`config.mk`:
```
export PLATFORM = sky130hd
export DESIGN_NAME = memhp_regs
export DESIGN_NICKNAME = d
export VERILOG_FILES = /design/src/rtl/memhp_pkg.sv /design/src/rtl/memhp_bitmap.sv /design/src/rtl/memhp_gpe.sv /design/src/rtl/memhp_ejector.sv /design/src/rtl/memhp_regs.sv
export SDC_FILE = /design/constraint.sdc
export NUM_CORES = 1
export LEC_CHECK = 0
export ABC_AREA = 1
export BUFFER_PORTS_ARGS = -buffer_cell sky130_fd_sc_hd__buf_2
export CAP_MARGIN = 20
export CORE_MARGIN = 4
export CORE_UTILIZATION = 62
export CTS_CLUSTER_DIAMETER = 200
export DETAILED_ROUTE_END_ITERATION = 8
export PLACE_DENSITY = 0.84
export RECOVER_POWER = 25
export SETUP_SLACK_MARGIN = 0.5
export SLEW_MARGIN = 20
export SYNTH_ARGS = -nofsm -noshare
export SYNTH_HDL_FRONTEND = slang
export SYNTH_HIERARCHICAL = 1
export SYNTH_SLANG_ARGS = --single-unit
export TNS_END_PERCENT = 5
```
`constraint.sdc`:
```
create_clock -name clk -period 1.4 [get_ports clk]
set_input_delay 0.07 -clock clk [delete_from_list [all_inputs] [get_ports clk]]
set_output_delay 0.07 -clock clk [all_outputs]
set_load 0.01 [all_outputs]
```
`src/rtl/memhp_pkg.sv`:
```
package memhp_pkg;

    localparam int HP_BYTE_W   = 8;
    localparam int HP_MEM_BIT  = 3;
    localparam int HP_PCI_BIT  = 1;

    // status bits that may ever be set by this block
    localparam logic [HP_BYTE_W-1:0] HP_STS_IMPL = 8'h08;
    // status bits that may raise the interrupt
    localparam logic [HP_BYTE_W-1:0] HP_SCI_MASK = 8'h0A;

    typedef struct packed {
        logic [HP_BYTE_W-1:0] sts;
        logic [HP_BYTE_W-1:0] en;
    } gpe_state_t;

    typedef struct packed {
        logic                 vld;
        logic [HP_BYTE_W-1:0] slot;
    } eject_state_t;

endpackage

```
`src/rtl/memhp_bitmap.sv`:
```
module memhp_bitmap #(
    parameter int NSLOTS = 256,
    localparam int SLOTW  = $clog2(NSLOTS),
    localparam int NBYTES = NSLOTS / 8,
    localparam int IDXW   = (NBYTES > 1) ? $clog2(NBYTES) : 1
) (
    input  logic              clk,
    input  logic              rst_n,
    input  logic              add_vld,
    input  logic [SLOTW-1:0]  add_slot,
    input  logic              rem_vld,
    input  logic [SLOTW-1:0]  rem_slot,
    input  logic [IDXW-1:0]   rd_idx,
    output logic [7:0]        rd_byte,
    output logic [NSLOTS-1:0] bits
);

    logic [NSLOTS-1:0] map_d, map_q;
    logic [7:0]        byte_view [NBYTES];

    always_comb begin
        map_d = map_q;
        if (add_vld) map_d[add_slot] = 1'b1;
        // remove is applied last so it wins on the same slot
        if (rem_vld) map_d[rem_slot] = 1'b0;
    end

    always_ff @(posedge clk) begin
        if (!rst_n) map_q <= '0;
        else        map_q <= map_d;
    end

    for (genvar b = 0; b < NBYTES; b++) begin : g_byte
        assign byte_view[b] = map_q[b*8 +: 8];
    end

    assign rd_byte = byte_view[rd_idx];
    assign bits    = map_q;

endmodule

```
`src/rtl/memhp_gpe.sv`:
```
module memhp_gpe
    import memhp_pkg::*;
(
    input  logic                 clk,
    input  logic                 rst_n,
    input  logic                 evt,
    input  logic                 sts_wr,
    input  logic                 en_wr,
    input  logic [HP_BYTE_W-1:0] wdata,
    output logic [HP_BYTE_W-1:0] sts,
    output logic [HP_BYTE_W-1:0] en,
    output logic                 sci
);

    gpe_state_t st_d, st_q;

    always_comb begin
        st_d = st_q;
        if (sts_wr) st_d.sts = st_q.sts & ~wdata;
        if (en_wr)  st_d.en  = wdata;
        if (evt)    st_d.sts[HP_MEM_BIT] = 1'b1;
        st_d.sts = st_d.sts & HP_STS_IMPL;
    end

    always_ff @(posedge clk) begin
        if (!rst_n) st_q <= '0;
        else        st_q <= st_d;
    end

    assign sts = st_q.sts;
    assign en  = st_q.en;
    assign sci = |(st_q.sts & st_q.en & HP_SCI_MASK);

endmodule

```
`src/rtl/memhp_ejector.sv`:
```
module memhp_ejector
    import memhp_pkg::*;
(
    input  logic                 clk,
    input  logic                 rst_n,
    input  logic                 hit,
    input  logic [HP_BYTE_W-1:0] wdata,
    output logic                 ej_vld,
    output logic [HP_BYTE_W-1:0] ej_slot
);

    eject_state_t ej_d, ej_q;

    always_comb begin
        ej_d.vld  = hit;
        ej_d.slot = hit ? wdata : '0;
    end

    always_ff @(posedge clk) begin
        if (!rst_n) ej_q <= '0;
        else        ej_q <= ej_d;
    end

    assign ej_vld  = ej_q.vld;
    assign ej_slot = ej_q.slot;

endmodule

```
`src/rtl/memhp_regs.sv`:
```
module memhp_regs
    import memhp_pkg::*;
#(
    parameter int              NSLOTS   = 256,
    parameter int              ADDR_W   = 16,
    parameter logic [15:0]     MAP_BASE = 16'hAF80,
    parameter logic [15:0]     EJ_ADDR  = 16'hAFA0,
    parameter logic [15:0]     STS_ADDR = 16'hAF00,
    parameter logic [15:0]     EN_ADDR  = 16'hAF02,
    localparam int SLOTW  = $clog2(NSLOTS),
    localparam int NBYTES = NSLOTS / 8,
    localparam int IDXW   = (NBYTES > 1) ? $clog2(NBYTES) : 1
) (
    input  logic              clk,
    input  logic              rst_n,
    input  logic              add_vld,
    input  logic [SLOTW-1:0]  add_slot,
    input  logic              rem_vld,
    input  logic [SLOTW-1:0]  rem_slot,
    input  logic [ADDR_W-1:0] io_addr,
    input  logic              io_rd,
    input  logic              io_wr,
    input  logic [7:0]        io_wdata,
    output logic [7:0]        io_rdata,
    output logic              sci,
    output logic              ej_vld,
    output logic [7:0]        ej_slot
);

    logic [ADDR_W-1:0] map_off;
    logic              map_hit, sts_hit, en_hit, ej_hit;
    logic [7:0]        map_byte, evt_sts, evt_en;
    logic [NSLOTS-1:0] slot_bits;

    assign map_off = io_addr - ADDR_W'(MAP_BASE);
    assign map_hit = map_off < ADDR_W'(NBYTES);
    assign sts_hit = io_addr == ADDR_W'(STS_ADDR);
    assign en_hit  = io_addr == ADDR_W'(EN_ADDR);
    assign ej_hit  = io_addr == ADDR_W'(EJ_ADDR);

    memhp_bitmap #(.NSLOTS(NSLOTS)) u_map (
        .clk     (clk),
        .rst_n   (rst_n),
        .add_vld (add_vld),
        .add_slot(add_slot),
        .rem_vld (rem_vld),
        .rem_slot(rem_slot),
        .rd_idx  (map_off[IDXW-1:0]),
        .rd_byte (map_byte),
        .bits    (slot_bits)
    );

    memhp_gpe u_gpe (
        .clk   (clk),
        .rst_n (rst_n),
        .evt   (add_vld | rem_vld),
        .sts_wr(io_wr & sts_hit),
        .en_wr (io_wr & en_hit),
        .wdata (io_wdata),
        .sts   (evt_sts),
        .en    (evt_en),
        .sci   (sci)
    );

    memhp_ejector u_ej (
        .clk    (clk),
        .rst_n  (rst_n),
        .hit    (io_wr & ej_hit),
        .wdata  (io_wdata),
        .ej_vld (ej_vld),
        .ej_slot(ej_slot)
    );

    always_comb begin
        io_rdata = '0;
        if (io_rd) begin
            if (map_hit)      io_rdata = map_byte;
            else if (sts_hit) io_rdata = evt_sts;
            else if (en_hit)  io_rdata = evt_en;
        end
    end

endmodule

```
==> results.json, run 1 <==
{
  "outcome": "finished with violations",
  "violations": "setup timing",
  "finalClockSkew_ns": 0,
  "critPathArrivalTime_ns": 1.94,
  "drt_iter0_markers": 2284,
  "finalSetupTns_ns": -4.47,
  "report.final.slew_viol_count": 0,
  "ant_nets": 0,
  "first_global_vias": 15063,
  "vias": 15604,
  "grt_overflow": 0,
  "clk_latency_ns": 0.54,
  "slew_headroom_pct": 40.7,
  "htreeDepth": 1,
  "die_h_um": 156,
  "viasPerCell": 6.28,
  "ys_seq_area_share_pct": 40.4,
  "power_density_mw_per_mm2": 1090,
  "synth_cell_types": 38,
  "hp-class": "in -> reg",
  "holdWs_ns": 0.000267,
  "drc": 0,
  "cts_buffers": 29,
  "rsz0062_at_grt": "yes",
  "start_util_pct": 63.8,
  "die_w_um": 156,
  "finalHoldViolations": 0,
  "clk_pin_slew_ns": 0.06,
  "finalCriticalPeriod_ns": 2.01,
  "n_fill_cell": 1473,
  "synth_warnings": 6,
  "max_freq_mhz": 498,
  "grt_max_degree": 77,
  "ys.flop_type": "dfxtp_1",
  "wirelength_um": 48500,
  "power_leakage_nw": 6.59,
  "cp-end-kind": "primary output",
  "syn_area_mm2": 0.0136,
  "synth_edf_count": 0,
  "cp-start-kind": "flop",
  "finalCritPeriodShare_pct": 143,
  "synthArstFlopShare_pct": 0,
  "crit_path_max_fanout": 2,
  "worstMarginPinSlew_ns": 0.889,
  "hpwlAfterDp_um": 30500,
  "drive_above_1_share_pct": 19.8,
  "grt.total_usage_pct": 37.5,
  "io_buffers": 63,
  "worst_slack_ns": -0.606,
  "register_area_mm2": 0.00560,
  "ys_ff_latch": 274,
  "setup_viol": 11,
  "root_buffer": "clkbuf_16",
  "n_antenna_cell": 0,
  "area_growth_pct": 22.2,
  "die-area_mm2": 0.0244,
  "syn_inst": 2073,
  "synthDominantCellAreaShare_pct": 40.4,
  "fp.coreArea_mm2": 0.0213,
  "synth_area_per_cell_um2": 6.56,
  "synth_area_leaders": "dfxtp_1 40%, nand2_1 12%, a21oi_1 9.4%",
  "detail_route.wl_per_cell_um": 19.5,
  "grt_antenna_before_repair": 2,
  "synth_top_area_cell": "dfxtp_1",
  "grt_pass1_wl_um": 75300,
  "clock_sinks": 274,
  "critical_path_class": "reg -> out",
  "ir_worst_vdd_mv": 1.02,
  "fin_nets": 2236,
  "place_ws_ns": -0.329,
  "drv_cap": 0,
  "rows": 53,
  "drtPass1Iterations": 7,
  "gp_congestion": 0.949,
  "pin_count": 64,
  "multi_input_area_mm2": 0.00730,
  "cts_buffer_depth": 3,
  "cts_tree": "done",
  "required_ns": 1.33
}
==> placed cells by master, fill, tap and decap left out, drive strengths merged, types with 6 or more instances in the layout <==
cell         Yosys  final
a211oi          14     14
conb             1      7
nand3          200    200
nand4            8      8
dlygate4sd3      0     11
clkinv           1     10
inv             82     82
buf             74    196
nand2          458    458
o21ai          236    236
bufinv           0      6
nand3b           8      8
nor3            34     34
clkbuf          81     63
a21oi          255    255
dfxtp          274    274
nor2           335    335
==> report_power, final <==
| part | switching [mW] | internal [mW] | total [mW] |
|---|---|---|---|
| combinational | 1.26 | 0.636 | 1.90 |
| sequential | 0.0118 | 7.81 | 7.82 |
| clock | 3.26 | 5.08 | 8.34 |
| total | 4.54 | 13.5 | 18.1 |
==> Yosys cell counts (6+ instances only) <==
cell type / instances
nor3_1: 22
nand3b_1: 8
buf_2: 57
nand2_2: 6
nand3_1: 199
nor3_2: 11
clkbuf_1: 79
buf_1: 8
inv_1: 71
nor2_2: 15
nor2_1: 315
inv_2: 11
nand2_1: 451
nand4_1: 8
a211oi_1: 14
dfxtp_1: 274
buf_4: 7
a21oi_1: 255
o21ai_0: 234
==> metrics by stage <==
stage / instance area, um2 / util, % / cells / power (mW)
finish: 16600 / 78.0 / 2486 / 18.1
global route: 16600 / 78.0 / 2486 / 18.5
CTS: 16500 / 77.6 / 2482 / 18.0
detailed placement: 15300 / 71.7 / 2420 / 9.74
global placement: 15300 / 71.7 / 2419 / 9.71
floorplan: 13900 / - / 2079 / 9.06
==> flip-flops by register name, indices dropped and copies added, names as in the netlist <==
signal,count
u_ej/ej_vld,1
u_gpe/en,8
u_ej/ej_slot,8
u_gpe/sts,1
u_map/bits,256
==> worst max-delay path, stage by stage (launching register included) <==
cell	delay, ns
dfxtp_2	0.35
nand2_2	0.07
nand3_2	0.09
nand3_2	0.09
nand2_1	0.08
nand2_1	0.06
nand2_2	0.09
nand2_2	0.07
nand2_4	0.09
nand3b_1	0.10
nand2_1	0.07
nor2_2	0.10
buf_2	0.14
==> final timing paths <==
| check | endpoint | start | cells past startpoint | slack, ns |
|---|---|---|---|---|
| max | io_rdata[7] | u_map/bits[135] | 12 | -0.61 |
| min | u_gpe/sts[3] | io_wr | 6 | 0.0003 |
| max reg2reg | u_map/bits[103] | u_map/bits[103] | 4 | 0.55 |
| min reg2reg | u_map/bits[247] | u_map/bits[247] | 2 | 0.45 |
==> routing by layer <==
layer	global-route usage, %	part of all wire (%)	wire, um
met3	7.05	12	5840
met4	19.1	5.9	2860
met2	61.9	46	22300
met1	46.9	36	17600
met5	0	0	0
==> cell families (layout without fill, tap and decap cells) <==
logic type / Yosys count / after routing / share of synthesized area, %
simple gates: 1047 / 1047 / 32.8
other cells: 1 / 7 / 0.0276
fa+ha+maj: 1 / 1 / 0.0921
buf+inv: 238 / 370 / 7.42
flops: 274 / 274 / 40.4
compound gates: 512 / 512 / 19.3
==> repair_timing <==
action,in CTS,in global routing
hold buffers,8,3
endpoints found under the setup margin,47,89
endpoints found under the hold margin,35,10
setup buffers,1,1
gates resized for setup,67,95
pin swaps,23,31
==> cell type report <==
class	count	area share [%]
clock buffers	37	4.73
multi-input cells	1567	44.0
repair buffers	234	12.0
clock inverters	16	1.47
inverters	83	2.04
well taps	275	2.07
flip-flops and latches	274	33.7
Note: power is estimated with default switching activity, not from simulation.
==> run 2, diff against run 1 <==
CORE_UTILIZATION = 52   (was 62)
PLACE_DENSITY = 0.73   (was 0.84)
==> results.json, run 2 (synthesis gave the netlist of run 1 again) <==
{
  "cts_buffer_depth": 3,
  "critPathArrivalTime_ns": 1.96,
  "hpwlAfterDp_um": 32000,
  "worstMarginPinSlew_ns": 0.783,
  "cp_cell_sequence": "nand2_1 > nand3_1 > nand3_1 > nand2_1 > nand2_1 > nand2_2 > nand2_2 > nand2_2 > nand3b_1 > nand2_1 > nor2_2 > buf_2",
  "rsz0062_at_grt": "yes",
  "grt_antenna_before_repair": 1,
  "ant_nets": 0,
  "multi_input_area_mm2": 0.00730,
  "root_buffer": "clkbuf_16",
  "worst_slack_ns": -0.626,
  "drt_iter0_markers": 2076,
  "wirelength_um": 48500,
  "cp_common_cell": "nand2_1",
  "ir_worst_vdd_mv": 1.08,
  "cp_slowest_stage_delay_ns": 0.35,
  "grt_pass1_wl_um": 75700,
  "cts_buffers": 30,
  "finalClockSkew_ns": 0,
  "drv_cap": 0,
  "cp-start-kind": "flop",
  "grt_max_degree": 47,
  "power_leakage_nw": 6.65,
  "cp-end-kind": "primary output",
  "violations": "setup timing",
  "vias": 15148,
  "detail_route.wl_per_cell_um": 19.1,
  "power_mw": 17.9,
  "finalCriticalPeriod_ns": 2.03,
  "first_global_vias": 14239,
  "rows": 58,
  "reg2reg_slack_ns": 0.60,
  "reg2reg_from": "u_map/bits[234]",
  "largest_reg_flops": 256,
  "worstSetupEndpoint": "io_rdata[7]",
  "pin_count": 64,
  "setup_viol": 8,
  "hp-class": "in -> reg",
  "drc": 0,
  "crit_path_max_fanout": 2,
  "area_growth_pct": 23.6,
  "die_h_um": 170,
  "place_ws_ns": -0.311,
  "finalCritPeriodShare_pct": 145,
  "clock_sinks": 274,
  "htreeDepth": 1,
  "drive_above_1_share_pct": 19.1,
  "fp.coreArea_mm2": 0.0255,
  "required_ns": 1.33,
  "n_antenna_cell": 0,
  "power_density_mw_per_mm2": 1070,
  "die_w_um": 170,
  "final_common_cell": "nand2_1",
  "drtPass1Iterations": 7,
  "max_freq_mhz": 494,
  "report.final.slew_viol_count": 0,
  "register_area_mm2": 0.00558,
  "gp_congestion": 0.935,
  "clk_pin_slew_ns": 0.06,
  "finalHoldViolations": 0,
  "clk_latency_ns": 0.54,
  "most-common-layout-cells": "434 x nand2_1, 305 x nor2_1, 255 x a21oi_1, 235 x o21ai_0, 200 x dfxtp_1",
  "slew_headroom_pct": 47.8,
  "viasPerCell": 5.95,
  "r2r_end": "u_map/bits[234]",
  "reg2reg_depth": 3,
  "start_util_pct": 53.4,
  "crit_path_start": "u_map/bits[135]",
  "fin_util_pct": 65.9,
  "cts_tree": "done",
  "slowest_stage": "dfxtp_1",
  "n_fill_cell": 2196,
  "grt.total_usage_pct": 32.3,
  "outcome": "finished with violations",
  "grt_overflow": 0,
  "io_buffers": 63,
  "fin_nets": 2240,
  "die-area_mm2": 0.0288,
  "critical_path_class": "reg -> out"
}
-- run 2: changes by cell type in the layout (fill, tap and decap cells not counted), sizes merged --
cell | previous run | this run
buf | 196 | 210
bufinv | 6 | 3
clkbuf | 63 | 62
clkinv | 10 | 5
dlygate4sd3 | 11 | 10
dlymetal6s2s | 1 | 0
dlymetal6s4s | 0 | 1
inv | 82 | 81
-- run 2: per-layer routing --
| layer | up-vias | wire length (um) | track usage (%) |
|---|---|---|---|
| met5 | - | 13 | 0 |
| met4 | 2 | 2480 | 14.0 |
| met3 | 204 | 5190 | 5.17 |
| met2 | 912 | 21900 | 52.3 |
| met1 | 6952 | 18900 | 42.9 |
| li1 | 7078 | - | - |
-- run 2: worst min path at each step --
stage / startpoint / endpoint / slack, ns / cells past startpoint
6_report: rst_n / u_gpe/sts[3] / 0.01 / 4
5_1_grt: rst_n / u_gpe/sts[3] / 0.01 / 4
4_1_cts: rst_n / u_gpe/sts[3] / 0.0006 / 4
3_5_place_dp: io_wdata[7] / u_ej/ej_slot[7] / 0.30 / 3
3_3_place_gp: io_wdata[0] / u_ej/ej_slot[0] / 0.30 / 3
2_1_floorplan: rst_n / u_gpe/sts[3] / 0.18 / 2
-- run 2: layout make-up --
type	instances	area share (%)
clock inverters	7	0.693
well taps	330	2.46
clock buffers	46	5.37
inverters	83	2.03
repair buffers	237	12.8
multi-input cells	1567	43.4
flip-flops and latches	274	33.2
-- run 2: what timing repair did --
| item | in CTS | in global routing |
|---|---|---|
| endpoints found under the setup margin | 22 | 64 |
| resized for setup | 59 | 83 |
| pin swaps | 10 | 31 |
| hold buffers | 11 | 0 |
| buffers inserted | 0 | 0 |
| endpoints found under the hold margin | 28 | 0 |
-- run 2: critical path: cells and delay by family (launching register included) --
kind                   cells  cell delay, ns
buffers and inverters      1            0.14
flip-flops                 1            0.35
AND/OR/NAND/NOR           11            0.91
-- run 2: through the flow --
step	cell area [um2]	cells	setup TNS, ns	hold slack, ns
6_report	16800	2544	-4.53	0.0120
3_3_place_gp	15500	2480	-2.47	0.298
4_1_cts	16700	2544	-4.32	0.000551
5_1_grt	16800	2544	-5.47	0.0142
2_1_floorplan	13900	2079	0	0.179
3_5_place_dp	15500	2480	-3.27	0.305
-- run 2: report_power, final --
| part | leakage, nW | switching [mW] | internal, mW | total [mW] |
|---|---|---|---|---|
| Clock | 0.496 | 3.26 | 4.95 | 8.21 |
| Sequential | 2.24 | 0.0122 | 7.81 | 7.83 |
| Combinational | 3.91 | 1.25 | 0.652 | 1.90 |
| Total | 6.65 | 4.51 | 13.4 | 17.9 |
